### src/rtl/rp_err_pkg.sv
package rp_err_pkg;

  typedef enum logic [1:0] {
    SEV_COR      = 2'd0,
    SEV_NONFATAL = 2'd1,
    SEV_FATAL    = 2'd2,
    SEV_NONE     = 2'd3
  } sev_e;

  typedef enum logic [1:0] {
    A_CMD  = 2'd0,
    A_STAT = 2'd1,
    A_SRC  = 2'd2,
    A_RSVD = 2'd3
  } reg_addr_e;

  localparam int NUM_CAT = 2;   // 0: correctable, 1: uncorrectable
  localparam int ST_W    = 7;   // status flag bits
  localparam int CMD_W   = 3;   // interrupt enable bits

endpackage

### src/rtl/rp_err_classify.sv
module rp_err_classify
  import rp_err_pkg::*;
#(
  parameter int ID_W = 16
) (
  input  logic                         msg_valid,
  input  logic [1:0]                   msg_sev,
  input  logic [ID_W-1:0]              msg_rid,
  input  logic                         self_valid,
  input  logic [1:0]                   self_sev,
  input  logic [ID_W-1:0]              own_id,
  output logic [NUM_CAT-1:0]           hit_o,
  output logic [NUM_CAT-1:0]           dbl_o,
  output logic [NUM_CAT-1:0][ID_W-1:0] id_o,
  output logic                         unc_fatal_o,
  output logic                         nf_any_o,
  output logic                         fat_any_o
);

  logic m_cor, m_nf, m_fat, m_unc;
  logic s_cor, s_nf, s_fat, s_unc;

  always_comb begin
    m_cor = msg_valid  && (msg_sev  == SEV_COR);
    m_nf  = msg_valid  && (msg_sev  == SEV_NONFATAL);
    m_fat = msg_valid  && (msg_sev  == SEV_FATAL);
    s_cor = self_valid && (self_sev == SEV_COR);
    s_nf  = self_valid && (self_sev == SEV_NONFATAL);
    s_fat = self_valid && (self_sev == SEV_FATAL);
    m_unc = m_nf | m_fat;
    s_unc = s_nf | s_fat;

    // received messages take priority for the logged ID
    hit_o[0] = m_cor | s_cor;
    dbl_o[0] = m_cor & s_cor;
    id_o[0]  = m_cor ? msg_rid : own_id;

    hit_o[1] = m_unc | s_unc;
    dbl_o[1] = m_unc & s_unc;
    id_o[1]  = m_unc ? msg_rid : own_id;

    unc_fatal_o = m_unc ? m_fat : s_fat;
    nf_any_o    = m_nf | s_nf;
    fat_any_o   = m_fat | s_fat;
  end

endmodule

### src/rtl/rp_err_cat.sv
module rp_err_cat #(
  parameter int ID_W = 16
) (
  input  logic            clk,
  input  logic            rst,
  input  logic            hit,
  input  logic            dbl,
  input  logic [ID_W-1:0] hit_id,
  input  logic            clr_first,
  input  logic            clr_next,
  output logic            first_o,
  output logic            next_o,
  output logic [ID_W-1:0] id_o
);

  always_ff @(posedge clk) begin
    if (rst) begin
      first_o <= 1'b0;
      next_o  <= 1'b0;
      id_o    <= '0;
    end else begin
      if (hit)            first_o <= 1'b1;
      else if (clr_first) first_o <= 1'b0;

      if ((hit && first_o) || dbl) next_o <= 1'b1;
      else if (clr_next)           next_o <= 1'b0;

      if (hit && !first_o) id_o <= hit_id;
    end
  end

  p_first_set_r3: assert property (@(posedge clk) disable iff (rst)
    hit |=> first_o);

  p_log_id_r3: assert property (@(posedge clk) disable iff (rst)
    (hit && !first_o) |=> (id_o == $past(hit_id)));

  p_id_kept_r4: assert property (@(posedge clk) disable iff (rst)
    first_o |=> (id_o == $past(id_o)));

  p_next_set_r4: assert property (@(posedge clk) disable iff (rst)
    (hit && first_o) |=> next_o);

  p_w1c_first_r5: assert property (@(posedge clk) disable iff (rst)
    (clr_first && !hit) |=> !first_o);

  p_clear_loses_r6: assert property (@(posedge clk) disable iff (rst)
    (clr_next && hit && first_o) |=> next_o);

endmodule

### src/rtl/rp_err_regif.sv
module rp_err_regif
  import rp_err_pkg::*;
#(
  parameter int DATA_W   = 32,
  parameter int MSGNUM_W = 5
) (
  input  logic                clk,
  input  logic                rst,
  input  logic                wr,
  input  logic [1:0]          addr,
  input  logic [DATA_W-1:0]   wdata,
  input  logic [ST_W-1:0]     stat_bits,
  input  logic [DATA_W-1:0]   src_word,
  input  logic [MSGNUM_W-1:0] msg_num,
  output logic [CMD_W-1:0]    cmd_o,
  output logic [ST_W-1:0]     clr_o,
  output logic [DATA_W-1:0]   rdata
);

  localparam int PAD_W = DATA_W - MSGNUM_W - ST_W;

  logic [DATA_W-1:0] stat_word;
  logic [DATA_W-1:0] cmd_word;
  logic              unused_wdata;

  assign stat_word    = {msg_num, {PAD_W{1'b0}}, stat_bits};
  assign cmd_word     = {{(DATA_W-CMD_W){1'b0}}, cmd_o};
  assign clr_o        = (wr && addr == A_STAT) ? wdata[ST_W-1:0] : '0;
  assign unused_wdata = ^wdata[DATA_W-1:ST_W];

  always_ff @(posedge clk) begin
    if (rst) begin
      cmd_o <= '0;
      rdata <= '0;
    end else begin
      if (wr && addr == A_CMD) cmd_o <= wdata[CMD_W-1:0];
      case (addr)
        A_CMD:   rdata <= cmd_word;
        A_STAT:  rdata <= stat_word;
        A_SRC:   rdata <= src_word;
        default: rdata <= '0;
      endcase
    end
  end

  p_cmd_pad_r7: assert property (@(posedge clk) disable iff (rst)
    (addr == A_CMD) |=> (rdata[DATA_W-1:CMD_W] == '0));

  p_msgnum_r10: assert property (@(posedge clk) disable iff (rst)
    (addr == A_STAT) |=> (rdata[DATA_W-1 -: MSGNUM_W] == $past(msg_num)));

  p_rsvd_zero_r11: assert property (@(posedge clk) disable iff (rst)
    (addr == A_RSVD) |=> (rdata == '0));

endmodule

### src/rtl/rp_err_collector.sv
module rp_err_collector
  import rp_err_pkg::*;
#(
  parameter int ID_W     = 16,
  parameter int DATA_W   = 32,
  parameter int MSGNUM_W = 5
) (
  input  logic                clk,
  input  logic                rst,
  input  logic                msg_valid,
  input  logic [1:0]          msg_sev,
  input  logic [ID_W-1:0]     msg_rid,
  input  logic                self_valid,
  input  logic [1:0]          self_sev,
  input  logic [ID_W-1:0]     own_id,
  input  logic [MSGNUM_W-1:0] msg_num,
  input  logic                reg_wr,
  input  logic [1:0]          reg_addr,
  input  logic [DATA_W-1:0]   reg_wdata,
  output logic [DATA_W-1:0]   reg_rdata,
  output logic                irq
);

  logic [NUM_CAT-1:0]           cat_hit, cat_dbl, cat_first, cat_next;
  logic [NUM_CAT-1:0][ID_W-1:0] cat_in_id, cat_id;
  logic                         unc_fatal, nf_any, fat_any;
  logic                         ffat_q, nf_q, fat_q;
  logic [ST_W-1:0]              stat, clr;
  logic [CMD_W-1:0]             cmd;
  logic [DATA_W-1:0]            src_word;

  rp_err_classify #(.ID_W(ID_W)) u_cls (
    .msg_valid  (msg_valid),
    .msg_sev    (msg_sev),
    .msg_rid    (msg_rid),
    .self_valid (self_valid),
    .self_sev   (self_sev),
    .own_id     (own_id),
    .hit_o      (cat_hit),
    .dbl_o      (cat_dbl),
    .id_o       (cat_in_id),
    .unc_fatal_o(unc_fatal),
    .nf_any_o   (nf_any),
    .fat_any_o  (fat_any)
  );

  for (genvar c = 0; c < NUM_CAT; c++) begin : g_cat
    rp_err_cat #(.ID_W(ID_W)) u_cat (
      .clk      (clk),
      .rst      (rst),
      .hit      (cat_hit[c]),
      .dbl      (cat_dbl[c]),
      .hit_id   (cat_in_id[c]),
      .clr_first(clr[2*c]),
      .clr_next (clr[2*c+1]),
      .first_o  (cat_first[c]),
      .next_o   (cat_next[c]),
      .id_o     (cat_id[c])
    );
  end

  always_ff @(posedge clk) begin
    if (rst) begin
      ffat_q <= 1'b0;
      nf_q   <= 1'b0;
      fat_q  <= 1'b0;
    end else begin
      if (cat_hit[1] && !cat_first[1]) ffat_q <= unc_fatal;
      else if (clr[4])                 ffat_q <= 1'b0;
      if (nf_any)      nf_q <= 1'b1;
      else if (clr[5]) nf_q <= 1'b0;
      if (fat_any)     fat_q <= 1'b1;
      else if (clr[6]) fat_q <= 1'b0;
    end
  end

  assign stat     = {fat_q, nf_q, ffat_q, cat_next[1], cat_first[1], cat_next[0], cat_first[0]};
  assign src_word = DATA_W'({cat_id[1], cat_id[0]});
  assign irq      = (stat[0] & cmd[0]) | (stat[5] & cmd[1]) | (stat[6] & cmd[2]);

  rp_err_regif #(.DATA_W(DATA_W), .MSGNUM_W(MSGNUM_W)) u_regs (
    .clk      (clk),
    .rst      (rst),
    .wr       (reg_wr),
    .addr     (reg_addr),
    .wdata    (reg_wdata),
    .stat_bits(stat),
    .src_word (src_word),
    .msg_num  (msg_num),
    .cmd_o    (cmd),
    .clr_o    (clr),
    .rdata    (reg_rdata)
  );

  p_unc_group_r2: assert property (@(posedge clk) disable iff (rst)
    (msg_valid && (msg_sev == SEV_NONFATAL || msg_sev == SEV_FATAL)) |=> stat[2]);

  p_fatal_seen_r10: assert property (@(posedge clk) disable iff (rst)
    (msg_valid && msg_sev == SEV_FATAL) |=> stat[6]);

  p_self_id_r9: assert property (@(posedge clk) disable iff (rst)
    (self_valid && self_sev == SEV_COR && !(msg_valid && msg_sev == SEV_COR) && !stat[0])
      |=> (src_word[ID_W-1:0] == $past(own_id)));

  p_irq_src_r8: assert property (@(posedge clk) disable iff (rst)
    irq |-> (stat[0] || stat[5] || stat[6]));

endmodule

### config.mk
export PLATFORM = sky130hd
export DESIGN_NAME = rp_err_collector
export DESIGN_NICKNAME = d
export VERILOG_FILES = /design/src/rtl/rp_err_pkg.sv /design/src/rtl/rp_err_classify.sv /design/src/rtl/rp_err_cat.sv /design/src/rtl/rp_err_regif.sv /design/src/rtl/rp_err_collector.sv
export SDC_FILE = /design/constraint.sdc
export NUM_CORES = 1
export LEC_CHECK = 0
export BUFFER_PORTS_ARGS = -buffer_cell sky130_fd_sc_hd__buf_2
export CAP_MARGIN = 5
export CORE_AREA = 2 2 88 90
export CTS_CLUSTER_DIAMETER = 150
export CTS_CLUSTER_SIZE = 12
export DETAILED_ROUTE_END_ITERATION = 16
export DIE_AREA = 0 0 90 92
export PLACE_DENSITY = 0.83
export SYNTH_ARGS = -nofsm -noshare
export SYNTH_HDL_FRONTEND = slang
export SYNTH_SLANG_ARGS = --single-unit
### constraint.sdc
create_clock -name clk -period 2.5 [get_ports clk]
set_clock_uncertainty 0.15 [all_clocks]
set_input_delay 0.25 -clock clk [delete_from_list [all_inputs] [get_ports clk]]
set_output_delay 0.25 -clock clk [all_outputs]
set_load 0.05 [all_outputs]
==> qor.csv <==
metric,value,unit
outcome,"finished, final reports clean",
Yosys cell types,45,
CP max stage delay,0.69,ns
launching element type of the critical path,input pin,
TritonCTS Buffers,9,
Initial Utilization,0.428,
I/O Pins,113,
register area share after synthesis,0.465,
post-synth top area share,0.465,
"FF+latch count, synth",74,
Slew HR,0.440,
crit path capture type,flop,
CP Data Required Time,2.53,ns
antenna violations before repair,0,
DR vias/cell,5.04,
deepest clock path buffer count,2,
synthesized area per cell,9.62,um^2
RR Startpoint,g_cat[1].u_cat.first_o,
asr flop ratio synth,0,
Max Fclk,525,MHz
YS warnings,0,
DIE AREA,8280,um^2
multi-input logic area,1440,um^2
Hold EP,u_regs.rdata[30],
die span in y,92,um
Post-Synthesis Cells,331,
final WL,7.56,mm
mapped cell area,3180,um^2
"slowest stage cell, crit path",nor3b_4,
R2R cell count,4,
P per Cell Area,677,nW/um^2
total grt overflow,0,
routed wire length per instance,14.5,um
leakage,1.69,nW
Worst VDD drop,0.000298,V
Skew-Pair Late Insertion Delay,0.34,ns
share of cells above drive strength 1,0.344,
Setup Crit Path Kind,in2reg,
drt first-iter violations,129,
Layout area overhead,21.5,%
Final Slew Violations,0,
Rows,32,
Post-synth top flop,dfxtp_1,
pin count of the biggest net entering global routing,48,
"commonest non-fill, non-tap cells in the layout","87 x buf_2, 74 x dfxtp_1, 37 x nor2_1",
"top cells by area, synth","dfxtp_1 47%, a221oi_1 5.8%, a221oi_2 5.2%",
diode count,0,
RSZ-0062 raised after global routing,false,
global-route usage over all layers,0.189,
layout filler cell count,721,
Reg area,1480,um^2
H-tree depth,3,
"EDFF count, synth",0,
Post-Route Setup TNS,0,ns
hpwl dp,5.35,mm
"Arr. time, crit path",1.94,ns
Port-buffer cells,87,
Final Total Pwr,2.62,mW
CTS Sinks,74,
final hold vios,0,
Hold Path Class,in2reg,
DRT Pass-1 Iters,4,
largest area contributor in the netlist,dfxtp_1,
Worst Hold Launch,msg_num[3],
CTS tree,built,
final antenna-violating net count,0,
Root Driver,clkbuf_8,
Reg2Reg Capture Point,g_cat[1].u_cat.id_o[3],
max cap viols,0,
worst-path cell chain,"buf_2, nor3b_4, inv_1, o21ai_0, a221oi_2",
DRC,0,
nets,494,
die width,90,um
Setup Viol. Count Final,0,
r2r setup slk,0.86,ns
Via Count,2628,
largest fanout on the critical path,20,
Hold Path Depth,3,
core area,7450,um^2
syn nets,411,
Worst-Margin Slew,0.840,ns
first-pass GRT wire length,12.5,mm
Tmin final,1.91,ns
vias in the first global route,2650,
Clock transition at path regs,0.07,ns
"most common cell after layout, fill and taps aside",buf_2,
Placer Congestion,0.822,
fin crit share,0.763,
-- sequential cells by signal, indices dropped and copies added, names as in the netlist --
signal and cells:
g_cat.u_cat.id_o 32, u_regs.rdata 32, u_regs.cmd_o 3, g_cat.u_cat.first_o 2, g_cat.u_cat.next_o 2, fat_q 1, ffat_q 1, nf_q 1
-- report_power, final --
group          switching (mW)  leakage [nW]  internal (mW)
Clock                   0.434         0.103          0.486
Combinational           0.235         0.976          0.157
Sequential             0.0429         0.606           1.26
Total                   0.712          1.69           1.91
-- through the flow --
stage | hold WS, ns | cell area, um^2 | util | std cells | setup WS, ns
after global placement | 0.283 | 3650 | 0.490 | 503 | -0.0351
after CTS | 0.00114 | 3860 | 0.519 | 521 | 0.193
after detailed placement | 0.282 | 3650 | 0.490 | 503 | -0.177
after floorplan | 0.245 | 3180 | - | 331 | 0.980
after global routing | 0.00223 | 3870 | 0.519 | 521 | 0.424
final | 0.0126 | 3870 | 0.519 | 521 | 0.594
-- critical path: cells and delay by family --
kind / cells / cell delay [ns]
AOI/OAI and AO/OA: 2 / 0.40
buffers and inverters: 2 / 0.59
and+or+nand+nor: 1 / 0.69
-- cells in the mapped netlist, types with 3 or more instances --
cell,instances
a21oi_1,7
a221oi_1,21
a221oi_2,11
a22oi_1,9
and2_1,21
buf_2,3
clkbuf_1,13
dfxtp_1,74
inv_1,35
mux2i_1,6
nand2_1,6
nand2b_1,7
nand3_1,6
nor2_1,37
nor2b_1,4
o21ai_0,16
or2b_2,9
or3b_1,8
or3b_2,8
-- logic make-up (layout without fill, tap and decap cells) --
kind of cell,count (synthesis),in the layout,share of synthesized area
buf+inv,58,146,0.0872
fa+ha+maj,2,2,0.00629
flops,74,74,0.465
mux,6,6,0.0189
simple gates,114,114,0.219
compound gates,75,75,0.195
xor+xnor,2,2,0.00786
-- timing repair --
item	in CTS	in global routing
setup buffers	0	0
hold buffers	2	0
setup endpoints to repair	0	10
endpoints found under the hold margin	2	0
gates resized for setup	0	1
-- worst max path at each step --
stage                      startpoint                      end  slack [ns]  cells after the start
final                       msg_valid  g_cat[0].u_cat.id_o[10]        0.59                      5
after global routing        msg_valid  g_cat[0].u_cat.id_o[11]        0.42                      5
after CTS                   msg_valid  g_cat[0].u_cat.id_o[10]        0.19                      5
after detailed placement    msg_valid  g_cat[0].u_cat.id_o[10]       -0.18                      5
after global placement     msg_sev[1]  g_cat[0].u_cat.id_o[10]       -0.04                      5
after floorplan           reg_addr[0]    g_cat[1].u_cat.next_o        0.98                      7
-- layer usage --
layer	wire length (um)	GRT usage	vias to the layer above
met5	0	0	-
met4	201	0.0795	0
met3	415	0.0551	13
met2	3610	0.311	80
met1	3330	0.233	1222
li1	-	-	1313
-- layout make-up --
class,instances,share of cell area
well taps,102,0.0330
clock buffers,11,0.0365
flip-flops and latches,74,0.383
multi-input cells,199,0.371
inverters,36,0.0349
clock inverters,5,0.0139
repair buffers,94,0.127
Power figures use the tool's default switching activity.
